==> src/rtl/lss_pkg.sv <==
package lss_pkg;

    localparam int MODE_W = 2;

    typedef enum logic [MODE_W-1:0] {
        ML_OFF    = 2'b00,
        ML_NORMAL = 2'b01,
        ML_SEMI   = 2'b10
    } ml_mode_e;

    typedef enum logic [1:0] {
        ST_SUSP,
        ST_PLL_WAIT,
        ST_LINK,
        ST_VIDEO
    } seq_state_e;

    typedef struct packed {
        logic pll;
        logic tx;
        logic rx;
    } pwr_dn_t;

    function automatic ml_mode_e pick_mode(input logic semi);
        return semi ? ML_SEMI : ML_NORMAL;
    endfunction

    function automatic logic video_gate(input logic auto_resume, input logic stream_en);
        return auto_resume | stream_en;
    endfunction

endpackage

==> src/rtl/lss_sync.sv <==
module lss_sync #(
    parameter int STAGES = 2
) (
    input  logic clk,
    input  logic rst,
    input  logic d,
    output logic q
);
    logic [STAGES-1:0] chain;

    always_ff @(posedge clk) begin
        if (rst) chain <= '0;
        else     chain <= {chain[STAGES-2:0], d};
    end

    assign q = chain[STAGES-1];
endmodule

==> src/rtl/lss_hpd_irq.sv <==
module lss_hpd_irq (
    input  logic clk,
    input  logic rst,
    input  logic evt,
    input  logic clr,
    input  logic glb_en,
    input  logic hpd_en,
    output logic irq
);
    logic status;

    always_ff @(posedge clk) begin
        if (rst)      status <= 1'b0;
        else if (evt) status <= 1'b1;
        else if (clr) status <= 1'b0;
    end

    assign irq = status & glb_en & hpd_en;

    // a clear with no event empties the status
    a_r7_clear_empties: assert property (@(posedge clk) disable iff (rst)
        (clr && !evt) |=> !irq);
    // an event always leaves the status set
    a_r7_event_sets: assert property (@(posedge clk) disable iff (rst)
        (evt && glb_en && hpd_en) |=> (irq || !glb_en || !hpd_en));
endmodule

==> src/rtl/lss_fsm.sv <==
module lss_fsm
    import lss_pkg::*;
(
    input  logic      clk,
    input  logic      rst,
    input  logic      susp_s,
    input  logic      pll_locked,
    input  logic      cfg_semi_auto,
    input  logic      cfg_auto_resume,
    input  logic      cfg_stream_en,
    input  logic      vss_pulse,
    output pwr_dn_t   pd,
    output ml_mode_e  mode,
    output logic      video_en
);
    seq_state_e state, nxt;
    ml_mode_e   link_mode;

    always_comb begin
        nxt = state;
        unique case (state)
            ST_SUSP:     if (!susp_s) nxt = ST_PLL_WAIT;
            ST_PLL_WAIT: if (susp_s) nxt = ST_SUSP;
                         else if (pll_locked) nxt = ST_LINK;
            ST_LINK:     if (susp_s) nxt = ST_SUSP;
                         else if (vss_pulse && video_gate(cfg_auto_resume, cfg_stream_en))
                             nxt = ST_VIDEO;
            ST_VIDEO:    if (susp_s) nxt = ST_SUSP;
            default:     nxt = ST_PLL_WAIT;
        endcase
    end

    always_ff @(posedge clk) begin
        if (rst) begin
            state     <= ST_PLL_WAIT;
            link_mode <= ML_NORMAL;
        end else begin
            state <= nxt;
            if (state == ST_PLL_WAIT && nxt == ST_LINK)
                link_mode <= pick_mode(cfg_semi_auto);
        end
    end

    assign pd.pll   = (state == ST_SUSP);
    assign pd.tx    = (state == ST_SUSP);
    assign pd.rx    = (state == ST_SUSP);
    assign mode     = (state == ST_LINK || state == ST_VIDEO) ? link_mode : ML_OFF;
    assign video_en = (state == ST_VIDEO);

    // powered-down link carries no mode and no video
    a_r3_off_when_down: assert property (@(posedge clk) disable iff (rst)
        pd.pll |-> (mode == ML_OFF && !video_en));
    // the mode leaves Off only after lock was seen
    a_r4_lock_first: assert property (@(posedge clk) disable iff (rst)
        ($past(mode) == ML_OFF && mode != ML_OFF) |-> $past(pll_locked));
    // video starts only after a vertical sync start
    a_r5_video_on_vss: assert property (@(posedge clk) disable iff (rst)
        $rose(video_en) |-> ($past(vss_pulse) && mode != ML_OFF));
    // a synchronized request powers down on the next edge
    a_r10_enter_susp: assert property (@(posedge clk) disable iff (rst)
        susp_s |=> (pd.pll && !video_en));
endmodule

==> src/rtl/link_sleep_seq.sv <==
module link_sleep_seq
    import lss_pkg::*;
#(
    parameter int SYNC_STAGES = 2
) (
    input  logic              clk,
    input  logic              rst,
    input  logic              susp_req,
    input  logic              pll_locked,
    input  logic              cfg_semi_auto,
    input  logic              cfg_auto_resume,
    input  logic              cfg_stream_en,
    input  logic              vss_pulse,
    input  logic              hpd_irq_evt,
    input  logic              irq_clr,
    input  logic              cfg_irq_en,
    input  logic              cfg_hpd_irq_en,
    input  logic              cfg_pwm_active,
    output logic              pll_pd,
    output logic              tx_pd,
    output logic              rx_pd,
    output logic [MODE_W-1:0] ml_mode,
    output logic              video_tx_en,
    output logic              irq,
    output logic              pwm_oe
);
    logic     susp_s;
    pwr_dn_t  pd;
    ml_mode_e mode;

    lss_sync #(.STAGES(SYNC_STAGES)) u_sync (
        .clk (clk),
        .rst (rst),
        .d   (susp_req),
        .q   (susp_s)
    );

    lss_fsm u_fsm (
        .clk             (clk),
        .rst             (rst),
        .susp_s          (susp_s),
        .pll_locked      (pll_locked),
        .cfg_semi_auto   (cfg_semi_auto),
        .cfg_auto_resume (cfg_auto_resume),
        .cfg_stream_en   (cfg_stream_en),
        .vss_pulse       (vss_pulse),
        .pd              (pd),
        .mode            (mode),
        .video_en        (video_tx_en)
    );

    lss_hpd_irq u_irq (
        .clk    (clk),
        .rst    (rst),
        .evt    (hpd_irq_evt),
        .clr    (irq_clr),
        .glb_en (cfg_irq_en),
        .hpd_en (cfg_hpd_irq_en),
        .irq    (irq)
    );

    assign pll_pd  = pd.pll;
    assign tx_pd   = pd.tx;
    assign rx_pd   = pd.rx;
    assign ml_mode = mode;
    assign pwm_oe  = cfg_pwm_active;

    // the PWM enable ignores the power state
    a_r9_pwm_free: assert property (@(posedge clk) disable iff (rst)
        pll_pd |-> (pwm_oe == cfg_pwm_active));
endmodule

==> config.mk <==
export PLATFORM = sky130hd
export DESIGN_NAME = link_sleep_seq
export DESIGN_NICKNAME = d
export VERILOG_FILES = /design/src/rtl/lss_pkg.sv /design/src/rtl/lss_sync.sv /design/src/rtl/lss_hpd_irq.sv /design/src/rtl/lss_fsm.sv /design/src/rtl/link_sleep_seq.sv
export SDC_FILE = /design/constraint.sdc
export NUM_CORES = 1
export LEC_CHECK = 0
export BUFFER_PORTS_ARGS = -buffer_cell sky130_fd_sc_hd__buf_2
export CAP_MARGIN = 20
export CORE_MARGIN = 1.5
export CORE_UTILIZATION = 25
export DETAILED_ROUTE_END_ITERATION = 10
export PLACE_DENSITY = 0.55
export SKIP_CTS_REPAIR_TIMING = 1
export SYNTH_ARGS = -nofsm -noshare
export SYNTH_HDL_FRONTEND = slang
export SYNTH_SLANG_ARGS = --single-unit
==> constraint.sdc <==
create_clock -name clk -period 1 [get_ports clk]
set_clock_uncertainty 0.05 [all_clocks]
set_input_delay 0.2 -clock clk [delete_from_list [all_inputs] [get_ports clk]]
set_output_delay 0.2 -clock clk [all_outputs]
set_load 0.03 [all_outputs]
# After elaboration in Yosys (flattened, before gate mapping)

Cells that the tools add are included.

Flip-flop bits (word level): 7
Output and inout port bits: 8
Word-level logic and storage cells: 27

Equality and inequality tests: 4
Mux-type cells: 11
Bitwise logic cells: 3
Reductions and logical operators: 5

Operators with widths:

| kind                 | number |
|---|---|
| $mux W2              | 8 |
| $pmux W2 S4          | 1 |
| $eq A2 B2 Y1 const B | 3 |
| $and A1 B1 Y1        | 2 |
| $eq A2 B1 Y1 const B | 1 |
| $logic_and A1 B1 Y1  | 2 |
| $logic_not A2 Y1     | 1 |
| $mux W1              | 2 |
| $reduce_bool A2 Y1   | 1 |
| $logic_or A1 B1 Y1   | 1 |
| $or A1 B1 Y1         | 1 |

# Depth between registers and ports, before layout

Gate-level depths: netlist of the first run.

Word-level depth: 7
Depth in mapped cells: 2

# Hierarchy

From an unflattened synthesis of the first run, not the netlist that was laid out.

Cells, all modules: 33
Area, all modules: 334.1 um2

By module, submodules not included:

| module         | instances | cells each | area an instance (um2) |
|---|---|---|---|
| lss_fsm        | 1         | 23         | 229.0 |
| lss_sync       | 1         | 4          | 52.6 |
| lss_hpd_irq    | 1         | 5          | 45.0 |
| link_sleep_seq | 1         | 1          | 7.5 |

# Least setup slack after synthesis of the first run

Ideal clock, no wire load.

Kind: register -> output
Start point: reg u_fsm.state[1]
End point: out rx_pd
Data arrival time: 1.088 ns
Path slack: -0.338 ns
Cell stages (with the launch flop): 3
Cells stage by stage: dfxtp_1 > nor2_1 > buf_4

Word-level cells in the longest chain between the ends: 1

Ends and longest elaborated chain:

| element                  | line                 | source |
|---|---|---|
| start: declaration       | lss_fsm.sv:16        | `seq_state_e state, nxt;` |
| start signal: assignment | lss_fsm.sv:38        | `state <= nxt;` |
| $logic_not A2 Y1         | -                    |  |
| end: declaration         | link_sleep_seq.sv:21 | `output logic rx_pd,` |

Every way passes these cells.

# Final worst setup path of the first run

Start point: reg u_fsm.state[1]
End point: out rx_pd

Word-level cells in the longest chain between the ends: 1

Ends and longest elaborated chain:

| element          | line          | source |
|---|---|---|
| $logic_not A2 Y1 | lss_fsm.sv:46 | `assign pd.rx = (state == ST_SUSP);` |

Every way passes these cells.

==> results.toml, run 1 <==
[drt]
first_pass_iters = 2
finalWirelength_um = 693
highest_layer = "met4"
wl_met3_um = 94
drt-wirelength-per-cell_um = 9.90
vias_per_cell = 4.39
drc_errors = 0
routed-wl-met2_um = 317
vias = 307
antenna_left = 0
wl_met1_um = 275
initialDrtViolationCount = 3

[clock_network]
clkTransAtPathRegs_ns = 0.05
clock-root-buffer = "clkbuf_4"
cts_tree = "built"
htree_levels = 1
numCtsBuffers = 3
clockBufferDepth = 2
cts.sinks = 7
clk_latency_ns = 0.25

[synthesis]
syn_nets = 45
ys_seq_area_share_pct = 42.7
synthDistinctLibCells = 18
synth-seq-cells = 7
synthCells = 32
syn_avg_cell_area_sq_um = 10.2
syn-cell-area_sq_um = 328
ys_warn_count = 0

[setup_path]
reg2reg_to = "u_fsm.link_mode[1]"
worstReg2RegStart = "u_fsm.state[1]"
critPathLaunch = "u_fsm.state[1]"
critPathMaxFanout = 7
cp-start-kind = "flip-flop"
worstSetupPathType = "reg -> out"
cpMaxStageDelayCell = "dfxtp_2"
timing.critical_path.buf_inv = 2
crit_path_frequent_cell = "buf_6"
worst_ep_required_time_ns = 0.75
rr_worst_depth = 2
slowest_delay_ns = 0.32
crit_family = "flip-flops"
arrival_ns = 0.98
r2r_slack_ns = -0.11
end_kind = "output port"
path_cells = "buf_6, nor2_4, buf_6"

[grt]
antenna_found_initial = 0
overflow = 0
grt_max_degree = 9
grt_pass1_vias = 249
grt_pass1_wl_um = 979
grt_usage_pct = 10.7

[die]
ioPinCount = 21
start_util_pct = 28.4
coreArea_sq_um = 1160
die_h_um = 39.2
die_w_um = 39.2
dieArea_sq_um = 1540
rows = 12

[place]
dp_hpwl_um = 490
port_buffers = 18
place.gp.congestion = 0.648

[layout]
multi_input_area_sq_um = 184
final-seq-area_sq_um = 144
final_util_pct = 48.3
areaGrowthSynthToFinish_pct = 70.2
final_common_cell = "buf_2"
drive_above_1_share_pct = 66.1
antenna_cells = 0
layout.nets = 70
final_cell_mix = "buf_2, buf_6, dfxtp_1"
nFillCells = 106

[timing]
worstMarginPinSlew_ns = 0.288
postLayoutSetupSlackWorst_ns = -0.231
slew_headroom_pct = 80.6
fin_crit_sh_pct = 123
fmaxAchievable_mhz = 812
slew_viol_final = 0
rsz0062_at_grt = "yes"
period_minus_slack_ns = 1.23
final-hold-violation-count = 0
setup_viol = 9

[worst_hold_path]
whs_endpoint = "u_sync.chain[0]"
hold_depth = 2
worstHoldStart = "susp_req"
hold_class = "in -> reg"

[power]
power_mw = 0.802
vdd_drop_max_uv = 666
leakagePower_nw = 0.269
power.density_nw_per_um2 = 1440

[status]
status = "finished, violations left"
failed_checks = "setup timing"

[run]
cap_viol_max_count = 0
-- layout make-up --
| class | instances | area share [%] |
|---|---|---|
| timing repair buffer | 23 | 32.7 |
| inverter | 1 | 0.673 |
| tap | 14 | 3.14 |
| sequential | 7 | 25.8 |
| clock buffer | 4 | 4.71 |
| multi-input combinational | 21 | 33.0 |
-- cells in the mapped netlist --
cell type,number,area [sq um]
a21oi_1,1,5.00
a221oi_1,1,8.76
and2_2,3,22.5
and2b_1,3,22.5
and3_1,1,6.26
and4bb_4,1,16.3
buf_4,3,22.5
dfxtp_1,7,140
inv_1,1,3.75
mux2_4,1,15.0
mux2i_1,1,10.0
nor2_1,2,7.51
nor2b_1,2,12.5
nor3_1,1,5.00
nor3b_1,1,7.51
nor4bb_1,1,10.0
o21a_1,1,7.51
o21ai_0,1,5.00
-- routing by layer --
metal | track usage (%) | up-vias
met3 | 8.67 | 2
met1 | 9.97 | 132
met4 | 5.17 | 0
met2 | 16.7 | 17
met5 | 0 | -
li1 | - | 156
-- how the worst max path moves through the flow --
| stage | cells past startpoint | slack [ns] | to |
|---|---|---|---|
| 3_3_place_gp | 2 | -0.08 | u_fsm.link_mode[1] |
| 6_report | 3 | -0.23 | rx_pd |
| 4_1_cts | 3 | -0.33 | ml_mode[1] |
| 3_5_place_dp | 2 | -0.09 | u_fsm.link_mode[1] |
| 5_1_grt | 3 | -0.28 | rx_pd |
| 2_1_floorplan | 2 | -0.13 | u_fsm.link_mode[1] |
-- metrics by stage --
step                std cells  cell area (sq um)  hold slack, ns  worst slack (ns)  TNS (ns)
floorplan                  32                342           0.219            -0.131    -0.152
global placement           66                460           0.351           -0.0779    -0.201
detailed placement         66                460           0.351           -0.0892    -0.232
CTS                        70                487          0.0902            -0.329     -2.16
global route               70                558           0.101            -0.281     -1.97
finish                     70                558           0.103            -0.231     -1.58
-- kinds of logic after synthesis --
group / after synthesis / share of synthesized area, %
AOI/OAI and AO/OA: 4 / 8.01
buffers and inverters: 4 / 8.01
DFF: 7 / 42.7
muxes: 2 / 7.63
and+or+nand+nor: 15 / 33.6
-- power by group --
part | internal (mW) | switching [mW] | leakage (nW) | total (mW)
Combinational | 0.125 | 0.101 | 0.196 | 0.226
Sequential | 0.301 | 0.0119 | 0.0582 | 0.313
Clock | 0.153 | 0.109 | 0.0150 | 0.262
-- registers in the layout (all words and copies together), names as in the netlist --
name             cells
u_irq.status         1
u_sync.chain         2
u_fsm.state          2
u_fsm.link_mode      2
-- worst reg2reg max path, cell delays in order, from the launching register on --
cell and delay [ns]:
dfxtp_2 0.32, and4bb_4 0.34, mux2_4 0.30
Power figures use the tool's default switching activity.
==> run 2: changes to the inputs <==
--- a/config.mk
+++ b/config.mk
@@ -12,6 +12,7 @@
 export DETAILED_ROUTE_END_ITERATION = 10
 export PLACE_DENSITY = 0.55
 export SKIP_CTS_REPAIR_TIMING = 1
+export SLEW_MARGIN = 20
 export SYNTH_ARGS = -nofsm -noshare
 export SYNTH_HDL_FRONTEND = slang
 export SYNTH_SLANG_ARGS = --single-unit
==> constraint.sdc (replaced) <==
create_clock -name clk -period 1.1 [get_ports clk]
set_clock_uncertainty 0.05 [all_clocks]
set_input_delay 0.22 -clock clk [delete_from_list [all_inputs] [get_ports clk]]
set_output_delay 0.22 -clock clk [all_outputs]
set_load 0.03 [all_outputs]
==> results.toml, run 2 (synthesized netlist as in run 1, its figures left out) <==
[status]
status = "finished, violations left"
failed_checks = "setup timing"

[die]
start_util_pct = 28.4
ioPinCount = 21
dieArea_sq_um = 1540
rows = 12
die_h_um = 39.2
coreArea_sq_um = 1160
die_w_um = 39.2

[layout]
final-seq-area_sq_um = 149
final_area_sq_um = 554
areaGrowthSynthToFinish_pct = 69.1
nFillCells = 115
final_cell_mix = "buf_2, buf_6, buf_4, dfxtp_1"
drive_above_1_share_pct = 63.2
antenna_cells = 0
final_common_cell = "buf_2"
layout.nets = 71
multi_input_area_sq_um = 171
reg_top3 = "u_fsm.link_mode: 2 flops, u_fsm.state: 2 flops, u_sync.chain: 2 flops"

[power]
p_int_mw = 0.525
vdd_drop_max_uv = 508
power.density_nw_per_um2 = 1280
switchingPower_mw = 0.187
power_mw = 0.712
leakagePower_nw = 0.268
clockPowerShare_pct = 31.9
switching_share_pct = 26.3
p_seq_share_pct = 40.2
pwr-share-comb_pct = 27.9

[drt]
initialDrtViolationCount = 0
vias_per_cell = 4.23
antenna_left = 0
drc_errors = 0
finalWirelength_um = 643
vias = 300
first_pass_iters = 1
drt-wirelength-per-cell_um = 9.06

[clock_network]
clockBufferDepth = 2
numCtsBuffers = 3
clock-root-buffer = "clkbuf_4"
clkTransAtPathRegs_ns = 0.05
cts.sinks = 7
cts_tree = "built"
clk_latency_ns = 0.24
htree_levels = 1

[timing]
setup_viol = 8
worstMarginPinSlew_ns = 0.254
rsz0062_at_grt = "yes"
slew_viol_final = 0
period_minus_slack_ns = 1.25
fmaxAchievable_mhz = 798
fin_crit_sh_pct = 114
postLayoutSetupSlackWorst_ns = -0.153
final-hold-violation-count = 0
slew_headroom_pct = 82.8

[grt]
grt_pass1_wl_um = 938
grt_pass1_vias = 250
grt_usage_pct = 9.40
antenna_found_initial = 0
overflow = 0
grt_max_degree = 10

[setup_path]
worst_ep_required_time_ns = 0.83
crit_family = "flip-flops"
cp-start-kind = "flip-flop"
end_kind = "output port"
slowest_delay_ns = 0.35
worstSetupPathType = "reg -> out"
arrival_ns = 0.98
crit_path_frequent_cell = "buf_6"
path_cells = "buf_6, nor2_4, buf_6"
critPathMaxFanout = 4
r2r_slack_ns = -0.02
timing.critical_path.buf_inv = 2
cpMaxStageDelayCell = "dfxtp_4"

[run]
cap_viol_max_count = 0

[place]
port_buffers = 18
place.gp.congestion = 0.712
place_area_sq_um = 458
dp_slack_ns = -0.0216
dp_hpwl_um = 484

[worst_hold_path]
hold_class = "in -> reg"
## run 2: cell count changes in the layout (fill, tap and decap cells not counted), sizes merged
cell,delta
buf,+1
## run 2: area by class of cell
cell class,count,share of cell area (%)
Inverter,1,0.677
Tap cell,14,3.16
Sequential cell,7,26.9
Timing Repair Buffer,24,33.6
Multi-Input combinational cell,21,30.9
Clock buffer,4,4.74
## run 2: power by group through the flow
stage | combinational (mW) | clock, mW | sequential [mW]
2_1_floorplan | 0.107 | 0 | 0.291
3_3_place_gp | 0.159 | 0 | 0.290
3_5_place_dp | 0.159 | 0 | 0.290
4_1_cts | 0.160 | 0.238 | 0.285
5_1_grt | 0.212 | 0.261 | 0.289
6_report | 0.199 | 0.227 | 0.286
## run 2: worst paths after layout
kind / depth (start not counted) / end / from
worst min register to register: 1 / u_sync.chain[1] / u_sync.chain[0]
worst min-delay path: 2 / u_sync.chain[0] / susp_req
worst max-delay path: 3 / tx_pd / u_fsm.state[0]
worst max register to register: 2 / u_fsm.link_mode[1] / u_fsm.state[1]
## run 2: stage by stage
stage / utilization [%] / TNS (ns) / std cells / hold slack (ns)
3_5_place_dp: 39.6 / -0.0216 / 66 / 0.379
5_1_grt: 47.9 / -0.994 / 71 / 0.117
2_1_floorplan: - / -0.0314 / 32 / 0.242
4_1_cts: 41.9 / -1.30 / 70 / 0.122
3_3_place_gp: 39.6 / -0.00113 / 66 / 0.376
6_report: 47.9 / -0.652 / 71 / 0.130
## run 2: metal layers
metal | vias to the layer above | GRT usage, % | part of all wire, %
met5 | - | 0 | 0
met4 | 0 | 5.17 | 0
met3 | 0 | 3.47 | 6.8
met2 | 10 | 14.2 | 53
met1 | 131 | 11.3 | 40
li1 | 159 | - | -
==> run 3: changes to the inputs <==
--- a/config.mk
+++ b/config.mk
@@ -9,6 +9,7 @@
 export CAP_MARGIN = 20
 export CORE_MARGIN = 1.5
 export CORE_UTILIZATION = 25
+export CTS_BUF_LIST = sky130_fd_sc_hd__clkbuf_8
 export DETAILED_ROUTE_END_ITERATION = 10
 export PLACE_DENSITY = 0.55
 export SKIP_CTS_REPAIR_TIMING = 1
==> results.toml, run 3 (synthesized netlist as in run 1, its figures left out) <==
[status]
status = "finished, violations left"
failed_checks = "setup timing"

[worst_hold_path]
hold_class = "in -> reg"
whs_endpoint = "u_sync.chain[0]"
hold_depth = 2
worstHoldStart = "susp_req"

[layout]
layout.nets = 71
final_common_cell = "buf_2"
nFillCells = 115
drive_above_1_share_pct = 63.2
fin_cells = 71
final_area_sq_um = 573
final_cell_mix = "buf_2, buf_6, buf_4, dfxtp_1"
reg_top3 = "u_fsm.link_mode: 2 flops, u_fsm.state: 2 flops, u_sync.chain: 2 flops"
areaGrowthSynthToFinish_pct = 74.8
antenna_cells = 0
final_util_pct = 49.6

[die]
coreArea_sq_um = 1160
die_w_um = 39.2
ioPinCount = 21
rows = 12
dieArea_sq_um = 1540
start_util_pct = 28.4
die_h_um = 39.2

[setup_path]
cpMaxStageDelayCell = "dfxtp_4"
critPathMaxFanout = 4
r2r_slack_ns = -0.02
end_kind = "output port"
slowest_delay_ns = 0.34
worstReg2RegStart = "u_fsm.state[1]"
worstSetupPathType = "reg -> out"
arrival_ns = 0.96
rr_worst_depth = 2
path_cells = "buf_6, nor2_4, buf_6"
crit_family = "flip-flops"
timing.critical_path.buf_inv = 2
crit_path_frequent_cell = "buf_6"
worst_ep_required_time_ns = 0.83
reg2reg_to = "u_fsm.link_mode[1]"
cp-start-kind = "flip-flop"

[drt]
first_pass_iters = 2
antenna_left = 0
vias_per_cell = 4.25
vias = 302
finalWirelength_um = 646
initialDrtViolationCount = 3
drt-wirelength-per-cell_um = 9.10
drc_errors = 0

[timing]
postLayoutSetupSlackWorst_ns = -0.126
rsz0062_at_grt = "yes"
slew_headroom_pct = 82.8
worstMarginPinSlew_ns = 0.254
slew_viol_final = 0
period_minus_slack_ns = 1.23
setup_viol = 7
fmaxAchievable_mhz = 815
finalSetupTns_ns = -0.487
fin_hold_ws_ns = 0.154
fin_crit_sh_pct = 111
final-hold-violation-count = 0

[clock_network]
numCtsBuffers = 3
clk_latency_ns = 0.22
clockBufferDepth = 2
cts.sinks = 7
clock-root-buffer = "clkbuf_8"
clkTransAtPathRegs_ns = 0.04
cts_tree = "built"
htree_levels = 1

[place]
place_area_sq_um = 458
dp_hpwl_um = 484
port_buffers = 18
place_inst = 66
place.gp.congestion = 0.712

[power]
vdd_drop_max_uv = 695
power.density_nw_per_um2 = 1440
leakagePower_nw = 0.280

[grt]
antenna_found_initial = 0
overflow = 0
grt_usage_pct = 9.40
grt_pass1_vias = 253
grt_pass1_wl_um = 945
grt_max_degree = 10

[run]
cap_viol_max_count = 0
## run 3: changes by cell type in the layout (fill, tap and decap cells not counted)
cell / delta
clkbuf_4: -3
clkbuf_8: +3
clkbuf_1: -1
inv_1: +1
## run 3: per-stage QoR
step	worst slack, ns	power (mW)
finish	-0.126	0.828
detailed placement	-0.0216	0.449
global route	-0.168	0.878
CTS	-0.195	0.798
floorplan	-0.0314	0.398
global placement	-0.00113	0.448
## run 3: worst max-delay path by stage
stage | start | end | slack (ns) | cells past startpoint
after CTS | u_fsm.state[1] | tx_pd | -0.20 | 3
after detailed placement | u_fsm.state[1] | u_fsm.link_mode[1] | -0.02 | 2
after floorplan | u_fsm.state[1] | u_fsm.link_mode[1] | -0.03 | 2
after global routing | u_fsm.state[0] | tx_pd | -0.17 | 3
final | u_fsm.state[0] | tx_pd | -0.13 | 3
after global placement | u_fsm.state[1] | u_fsm.link_mode[1] | -0.001 | 2
## run 3: cell type report
| cell class | instances | area (sq um) | share of cell area, % |
|---|---|---|---|
| Timing Repair Buffer | 24 | 186 | 32.5 |
| Multi-Input combinational cell | 21 | 171 | 29.9 |
| Sequential cell | 7 | 149 | 26.0 |
| Clock buffer | 3 | 41.3 | 7.21 |
| Tap cell | 14 | 17.5 | 3.06 |
| Clock inverter | 1 | 3.75 | 0.655 |
| Inverter | 1 | 3.75 | 0.655 |
## run 3: routing by layer
| metal | part of all wire (%) | up-vias | wire length [um] | global-route usage (%) |
|---|---|---|---|---|
| li1 | - | 159 | - | - |
| met5 | 0 | - | 0 | 0 |
| met1 | 40 | 133 | 259 | 11.0 |
| met2 | 53 | 10 | 345 | 14.6 |
| met3 | 6.3 | 0 | 41 | 3.47 |
| met4 | 0 | 0 | 0 | 5.17 |
## run 3: power by group
part	switching, mW	internal (mW)	total (mW)
Combinational	0.0850	0.114	0.199
Sequential	0.0134	0.274	0.288
Clock	0.101	0.240	0.341
Total	0.199	0.628	0.828
